**config.mk**
```make
export PLATFORM = sky130hd
export DESIGN_NAME = nand_page_ecc
export DESIGN_NICKNAME = d
export VERILOG_FILES = /design/src/rtl/nand_page_ecc.sv
export SDC_FILE = /design/constraint.sdc
export NUM_CORES = 1
export LEC_CHECK = 0
export BUFFER_PORTS_ARGS = -buffer_cell sky130_fd_sc_hd__buf_2
export CORE_MARGIN = 1
export CORE_UTILIZATION = 61
export DETAILED_ROUTE_END_ITERATION = 16
export GPL_TIMING_DRIVEN = 0
export PLACE_DENSITY = 0.81
export REMOVE_ABC_BUFFERS = 1
export SYNTH_ARGS = -nofsm -noshare
export SYNTH_HDL_FRONTEND = slang
export SYNTH_SLANG_ARGS = --single-unit
export TNS_END_PERCENT = 10
```
**constraint.sdc**
```tcl
create_clock -name clk -period 6.3 [get_ports clk]
set_clock_uncertainty 0.15 [all_clocks]
set_input_delay 0.315 -clock clk [delete_from_list [all_inputs] [get_ports clk]]
set_output_delay 0.315 -clock clk [all_outputs]
set_load 0.01 [all_outputs]
```
**src/rtl/nand_page_ecc.sv**
```systemverilog
module nand_page_ecc #(
  parameter int WA_W = 12,
  parameter int BA_W = 4,
  parameter int DW   = 16,
  parameter int CW   = 13
) (
  input  logic                 clk,
  input  logic                 rst_n,
  input  logic                 clr_i,
  input  logic [1:0]           size_i,
  input  logic                 bus16_i,
  input  logic                 stb_i,
  input  logic [DW-1:0]        data_i,
  output logic [WA_W+BA_W-1:0] par_o,
  output logic [WA_W+BA_W-1:0] npar_o,
  output logic [2:0]           stat_o
);
  localparam int PW = WA_W + BA_W;

  logic [CW-1:0] cnt, data_words, total, code_last;
  logic [PW-1:0] acc_p, acc_np, code_p, code_np, syn_p, add_p, add_np, sp, snp;
  logic [DW-1:0] dmask;
  logic [2:0]    stat, cls;
  logic          pend, done, in_data, in_code, live;

  assign data_words = (CW'(512) << size_i) >> bus16_i;
  assign total      = (CW'(528) << size_i) >> bus16_i;
  assign code_last  = data_words + (bus16_i ? CW'(1) : CW'(3));
  assign live       = stb_i && (cnt < total);
  assign in_data    = cnt < data_words;
  assign in_code    = !in_data && (cnt <= code_last);
  assign dmask      = bus16_i ? data_i : {{(DW-8){1'b0}}, data_i[7:0]};

  always_comb begin
    add_p  = '0;
    add_np = '0;
    for (int i = 0; i < DW; i++) begin
      if (dmask[i]) begin
        add_p  = add_p  ^ {cnt[WA_W-1:0], BA_W'(i)};
        add_np = add_np ^ ~{cnt[WA_W-1:0], BA_W'(i)};
      end
    end
  end

  function automatic int unsigned ones(input logic [2*PW-1:0] v);
    int unsigned n = 0;
    for (int i = 0; i < 2*PW; i++) n += int'(v[i]);
    return n;
  endfunction

  assign sp  = code_p ^ acc_p;
  assign snp = code_np ^ acc_np;

  always_comb begin
    if (sp == '0 && snp == '0)      cls = 3'b000;
    else if (sp == ~snp)            cls = 3'b001;
    else if (ones({snp, sp}) == 1)  cls = 3'b011;
    else                            cls = 3'b101;
  end

  always_ff @(posedge clk or negedge rst_n) begin
    if (!rst_n) begin
      cnt <= '0; acc_p <= '0; acc_np <= '0; code_p <= '0; code_np <= '0;
      syn_p <= '0; stat <= '0; pend <= 1'b0; done <= 1'b0;
    end else if (clr_i) begin
      cnt <= '0; acc_p <= '0; acc_np <= '0; code_p <= '0; code_np <= '0;
      syn_p <= '0; stat <= '0; pend <= 1'b0; done <= 1'b0;
    end else begin
      pend <= 1'b0;
      if (live) begin
        cnt <= cnt + 1'b1;
        if (in_data) begin
          acc_p  <= acc_p ^ add_p;
          acc_np <= acc_np ^ add_np;
        end else if (in_code) begin
          if (bus16_i) begin
            if (cnt[0]) code_np <= data_i;
            else        code_p  <= data_i;
          end else begin
            case (cnt[1:0])
              2'd0: code_p[7:0]   <= data_i[7:0];
              2'd1: code_p[15:8]  <= data_i[7:0];
              2'd2: code_np[7:0]  <= data_i[7:0];
              default: code_np[15:8] <= data_i[7:0];
            endcase
          end
          if (cnt == code_last) pend <= 1'b1;
        end
      end
      if (pend) begin
        syn_p <= sp;
        stat  <= cls;
        done  <= 1'b1;
      end
    end
  end

  assign par_o  = done ? syn_p : acc_p;
  assign npar_o = acc_np;
  assign stat_o = stat;


  clr_zero_chk: assert property (@(posedge clk) disable iff (!rst_n)
    clr_i |=> (par_o == '0 && npar_o == '0 && stat_o == '0));

  hold_chk: assert property (@(posedge clk) disable iff (!rst_n)
    (done && !clr_i) |=> ($stable(stat_o) && $stable(par_o) && $stable(npar_o)));

  overrun_chk: assert property (@(posedge clk) disable iff (!rst_n)
    (stb_i && !clr_i && cnt >= total) |=> ($stable(par_o) && $stable(npar_o) && $stable(stat_o)));

  flag_enc_chk: assert property (@(posedge clk) disable iff (!rst_n)
    (stat_o[2:1] != 2'b00) |-> (stat_o[0] && $onehot0(stat_o[2:1])));

  code_phase_chk: assert property (@(posedge clk) disable iff (!rst_n)
    (stb_i && !clr_i && !in_data) |=> $stable(npar_o));
endmodule

```
After elaboration in Yosys (flattened, before gate mapping)
Cells that the tools add are included.
{ "op_classes": {"add_sub_neg": 33, "magnitude_cmp": 3, "eq_ne": 9, "n_shift": 4, "n_mux": 73, "n_bitwise": 51, "reduce_logical": 20} }
{ "op_table": {"columns": ["op", "count"], "rows": [
  ["two-way mux 16 bit", 54],
  ["XOR 16 bit", 34],
  ["inverter 16 bit", 17],
  ["adder 31 x 1 -> 32 bit", 1],
  ["equality test 32 x 1 -> 1 bit (second input constant)", 1],
  ["zero test 16 bit", 2],
  ["two-way mux 8 bit", 4],
  ["adder 30 x 1 -> 31 bit", 1],
  ["adder 29 x 1 -> 30 bit", 1],
  ["adder 28 x 1 -> 29 bit", 1],
  ["adder 27 x 1 -> 28 bit", 1],
  ["adder 26 x 1 -> 27 bit", 1],
  ["adder 25 x 1 -> 26 bit", 1],
  ["less-than comparator 13 bit", 2],
  ["two-way mux 13 bit", 2],
  ["<< shifter 10 x 2 -> 13 bit (first input constant)", 2],
  ["right shift 13 x 1 -> 13 bit", 2],
  ["adder 24 x 1 -> 25 bit", 1],
  ["adder 23 x 1 -> 24 bit", 1],
  ["adder 22 x 1 -> 23 bit", 1],
  ["adder 21 x 1 -> 22 bit", 1],
  ["adder 20 x 1 -> 21 bit", 1],
  ["adder 19 x 1 -> 20 bit", 1],
  ["AND reduction 5 bit", 4],
  ["39 further kinds", 56]
]} }
{ "word_totals": {"register_bits": 98, "in_bits": 23, "output_inout_bits": 35, "elab_cells": 204} }

Depth between registers and ports, before layout
{ "depth": {"ltp_word": 38, "ltp_mapped": 18, "depth_no_buf": 18} }

Least setup slack after synthesis
Ideal clock, no wire load.
{ "synth_path": {"path_kind": "reg-to-reg", "from": "register acc_p[1]", "to": "register stat[1], in the netlist stat_o[1]", "setup_time_ns": 0.067, "arrival_time_ns": 5.276, "required_time_ns": 6.083, "setup_slack_ns": 0.807, "path_stages_with_launch": 18, "path_buffers": 0, "period_less_slack_ns": 5.493, "path_cell_list": "dfrtp_1 > xnor2_1 > inv_1 > fa_1 > inv_1 > fa_1 > fa_1 > fa_1 > fa_1 > inv_1 > fa_1 > ha_1 > inv_1 > fa_1 > a2111oi_0 > a21oi_1 > nor4_1 > a32o_1"} }
{ "synth_via": {"elab_chain_cells": 38, "word_cells_on_any_way": 41, "cone_classes": "31 x add/sub; 2 x eq/ne; 5 x mux; 1 x bitwise; 2 x reduce/logical"} }
{ "synth_rtl": {"columns": ["item", "line_no", "source"], "rows": [
  ["start: declaration", "21", "logic [PW-1:0] acc_p, acc_np, code_p, code_np, syn_p, add_p, add_np, sp, snp;"],
  ["start signal: assignment", "73", "acc_p <= acc_p ^ add_p;"],
  ["XOR 16 bit (*)", "51", "assign sp = code_p ^ acc_p;"],
  ["adder 1 x 1 -> 2 bit", "47", "for (int i = 0; i < 2*PW; i++) n += int'(v[i]);"],
  ["adder 2 x 1 -> 3 bit", "47", null],
  ["adder 3 x 1 -> 4 bit", "47", null],
  ["adder 4 x 1 -> 5 bit", "47", null],
  ["adder 5 x 1 -> 6 bit", "47", null],
  ["adder 6 x 1 -> 7 bit", "47", null],
  ["adder 7 x 1 -> 8 bit", "47", null],
  ["(+22 left out)", null, null],
  ["adder 30 x 1 -> 31 bit", "47", null],
  ["adder 31 x 1 -> 32 bit", "47", null],
  ["equality test 32 x 1 -> 1 bit", "57", "else if (ones({snp, sp}) == 1) cls = 3'b011;"],
  ["two-way mux 3 bit", "57", null],
  ["two-way mux 3 bit", "56", "else if (sp == ~snp) cls = 3'b001;"],
  ["two-way mux 3 bit (*)", "55", "if (sp == '0 && snp == '0) cls = 3'b000;"],
  ["two-way mux 3 bit (*)", "90", "if (pend) begin"],
  ["two-way mux 3 bit (*)", "65", "end else if (clr_i) begin"],
  ["end signal: assignment", "92", "stat <= cls;"],
  ["end: declaration", "23", "logic [2:0] stat, cls;"]
]} }
Every way passes the cells marked *; elsewhere a longest branch is shown, timed or not. The select of a mux whose other input is x is not followed.
A chain may end at the register's enable or synchronous reset.

Worst setup path in the final report
{ "layout_path": {"from": "register acc_np[5], in the netlist npar_o[5]", "to": "register stat[1], in the netlist stat_o[1]"} }
{ "layout_via": {"elab_chain_cells": 18, "word_cells_on_any_way": 22, "cone_classes": "11 x add/sub; 2 x eq/ne; 5 x mux; 2 x bitwise; 2 x reduce/logical"} }
{ "layout_rtl": {"columns": ["item", "line_no", "source"], "rows": [
  ["start: declaration", "21", null],
  ["start signal: assignment", "74", "acc_np <= acc_np ^ add_np;"],
  ["XOR 16 bit (*)", "52", "assign snp = code_np ^ acc_np;"],
  ["adder 21 x 1 -> 22 bit", "47", null],
  ["adder 22 x 1 -> 23 bit", "47", null],
  ["adder 23 x 1 -> 24 bit", "47", null],
  ["adder 24 x 1 -> 25 bit", "47", null],
  ["adder 25 x 1 -> 26 bit", "47", null],
  ["adder 26 x 1 -> 27 bit", "47", null],
  ["adder 27 x 1 -> 28 bit", "47", null],
  ["(+2 left out)", null, null],
  ["adder 30 x 1 -> 31 bit", "47", null],
  ["adder 31 x 1 -> 32 bit", "47", null],
  ["equality test 32 x 1 -> 1 bit", "57", null],
  ["two-way mux 3 bit", "57", null],
  ["two-way mux 3 bit", "56", null],
  ["two-way mux 3 bit (*)", "55", null],
  ["two-way mux 3 bit (*)", "90", null],
  ["two-way mux 3 bit (*)", "65", null]
]} }
Marked as above.

==> metrics <==
RePlAce Congestion=0.943; minimum clock period=5820 ps; placement row count=38; CP Depth=15; die height=108 um; switching share of total power=0.429; final slew viol count=0; Crit Path Max Fanout=4; # IOs=58; Peak VDD IR=0.423 mV; Syn Inst Count=711; initial antenna violation count=0; Lkg Pwr=0.00307 uW; H-tree depth=3; Port Buf Inserts=57; Setup TNS=0 ps; final hold violation count=0; adder-cell share of the synthesized area=0.113; Post-Syn Area per Cell=9.59 um2; PD cells=377 mW/mm2; flops & latches, synth=98; Setup Viol. Count Final=0; crit path kind=reg2reg; RSZ-0062 raised after global routing=no; Startpoint Class=flip-flop; crit path capture type=flip-flop; GRT overflow=0; critical path's slowest cell=xnor2_1; largest net degree at the start of global routing=89; routed via count=5762; Num CTS Buffers=9; CP top delay family=adder cells; Arrival @ worst endpoint=5990 ps; Slew @ Worst Pin=1280 ps; vias in the first global route=5596; Clock power frac=0.179; synth top area cells=dfrtp_1, xnor2_1, fa_1; core area=0.0109 mm2; worst reg2reg path depth=15; starting density of the core=0.626; most frequent cells after synthesis=dfrtp_1, xnor2_1, inv_1; Fmax=172 MHz; layout cells sized above 1=0.131; CTS root buffer=clkbuf_8; Rel. slew slack=0.148; DR WL/cell=20.5 um; Tcrit/Tclk final=0.924; CTS Sinks=98; TritonCTS clock tree=done; CP cell instances=xnor2_1 -> fa_1 -> fa_1 -> fa_1 -> fa_1 -> fa_1 -> inv_1 -> fa_1 -> ha_1 -> inv_1 -> fa_1 -> a2111oi_0 -> a21oi_1 -> nor4_2 -> a32o_1; synthesis-to-layout area growth=9.30%; XOR/XNOR share of the synthesized area=0.121; crit path capture=stat_o[1]$_DFFE_PN0P_; yosys synthesis warning count=0; ys async rst share=1.00; Comb pwr share=0.558; remaining antenna violation count=0; Clock Tree Buf Depth=2; HPWL after DPL=13.1 mm; clock latency on the worst-skew pair=380 ps; area leader, netlist=dfrtp_1; Flop pwr share=0.263; slack of the worst reg-to-reg path=480 ps; DR pass1 iterations=5; most frequent cell after synthesis=dfrtp_1; routed vias/inst=6.55; post-synthesis sequential area ratio=0.360; post-synthesis compound-gate area fraction=0.189; Total GRT Usage=0.333; crit path buf inv count=2; Reg-to-Reg Start=npar_o[5]$_DFFE_PN0P_; CP peak stage delay=590 ps; first-pass GRT wire length=29.4 mm; Min-Delay Path Class=in2reg; status=complete, no violations; area of the mapped netlist=0.00682 mm2; Top FF cell, synth=dfrtp_1; switching power=1210 uW; DRC violations left=0; launch point of the worst path=npar_o[5]$_DFFE_PN0P_; post-synthesis simple-gate area fraction=0.107; final WL=18.0 mm; Synth top area share=0.360; initial detailed-routing violation count=475; Clk pin slew, worst setup/hold paths=100 ps; reg2reg end=stat_o[1]$_DFFE_PN0P_; final layout net count=806; Ant. Diodes=0; Unique masters post-synth=49; P_int=1610 uW; main combinational cell family by area after synthesis=compound AO/OA/AOI/OAI gates; Finished Core Util=0.684; multiplexer share of the synthesized area=0.0466; Min-Delay Startpoint=clr_i; Critical Path RT=6460 ps; Die Wd=108 um; Post-synth EDFFs=0; max_cap viols=0; die area=0.0116 mm2; cell mode on critical path=fa_1
## worst reg2reg max path, cell delays in order, from the launching register on
cell	delay [ps]
dfrtp_1	440
xnor2_1	590
fa_1	570
fa_1	520
fa_1	540
fa_1	440
fa_1	520
inv_1	50
fa_1	480
ha_1	150
inv_1	50
fa_1	370
a2111oi_0	380
a21oi_1	90
nor4_2	230
a32o_1	210
## worst min-delay path by stage
stage / to / depth (start not counted)
5_1_grt: code_p[5]$_DFFE_PN0P_ / 2
3_3_place_gp: stat_o[0]$_DFFE_PN0P_ / 1
6_report: acc_p[1]$_DFFE_PN0P_ / 2
4_1_cts: acc_p[1]$_DFFE_PN0P_ / 2
2_1_floorplan: acc_p[0]$_DFFE_PN0P_ / 0
3_5_place_dp: done$_DFFE_PN0P_ / 1
## cells by family (layout without fill, tap and decap cells)
| family | after synthesis | after routing |
|---|---|---|
| flops | 98 | 98 |
| simple gates | 150 | 150 |
| xor+xnor | 94 | 94 |
| mux | 31 | 31 |
| fa+ha+maj | 47 | 47 |
| compound gates | 179 | 179 |
| buf+inv | 112 | 141 |
## power by group through the flow
stage | sequential, uW | combinational [uW] | clock (uW)
6_report | 740 | 1570 | 504
5_1_grt | 746 | 1840 | 529
4_1_cts | 738 | 1550 | 504
3_5_place_dp | 751 | 1540 | 0
3_3_place_gp | 746 | 1410 | 0
2_1_floorplan | 745 | 1110 | 0
## routing by layer
layer	global-route usage	part of all wire	vias to the layer above
met5	0	0	-
met1	0.460	0.41	2846
met4	0.134	0.029	0
met3	0.0557	0.082	46
li1	-	-	2580
met2	0.523	0.48	290
## flip-flops by register name, indices dropped and copies added (netlist names)
| signal | flops |
|---|---|
| cnt | 13 |
| code_np | 16 |
| acc_p | 16 |
| npar_o | 16 |
| stat_o | 3 |
| code_p | 16 |
| pend | 1 |
| syn_p | 16 |
| done | 1 |
## timing repair
action	in CTS	in global routing
gates resized for setup	0	3
buffers inserted	0	0
endpoints found under the hold margin	31	0
hold buffers	1	0
setup endpoints to repair	0	2
## area by class of cell
class / count / area, um2
Fill cell: 840 / 3440
Timing Repair Buffer: 61 / 367
Sequential cell: 98 / 2450
Clock buffer: 11 / 141
Inverter: 65 / 244
Clock inverter: 4 / 98.8
Multi-Input combinational cell: 501 / 3970
Tap cell: 140 / 175
## through the flow
| step | cell area (um2) | total power (uW) | instances | setup WS (ps) | hold WS [ps] |
|---|---|---|---|---|---|
| after global routing | 7450 | 3120 | 880 | 64.3 | 79.8 |
| final | 7450 | 2810 | 880 | 476 | 71.8 |
| after global placement | 7090 | 2150 | 861 | 355 | 305 |
| after floorplan | 6630 | 1850 | 664 | 807 | -131 |
| after CTS | 7430 | 2790 | 880 | 221 | 74.0 |
| after detailed placement | 7180 | 2290 | 864 | 269 | 137 |
## cell usage in the layout, fill, tap and decap left out, drive strengths merged, types with 5 or more instances in the layout
| master | n |
|---|---|
| dfrtp | 98 |
| xnor2 | 84 |
| inv | 65 |
| a21oi | 60 |
| buf | 60 |
| nor2 | 57 |
| nand2 | 30 |
| o2111ai | 26 |
| mux2i | 25 |
| o41ai | 24 |
| fa | 24 |
| ha | 23 |
| o21ai | 19 |
| a211oi | 19 |
| a311oi | 16 |
| nor4 | 13 |
| nor3 | 12 |
| nand4 | 12 |
| clkbuf | 11 |
| xor2 | 10 |
| or3 | 6 |
| mux2 | 6 |
| nand3 | 6 |
| a21o | 5 |
(Power assumes the default switching activity.)
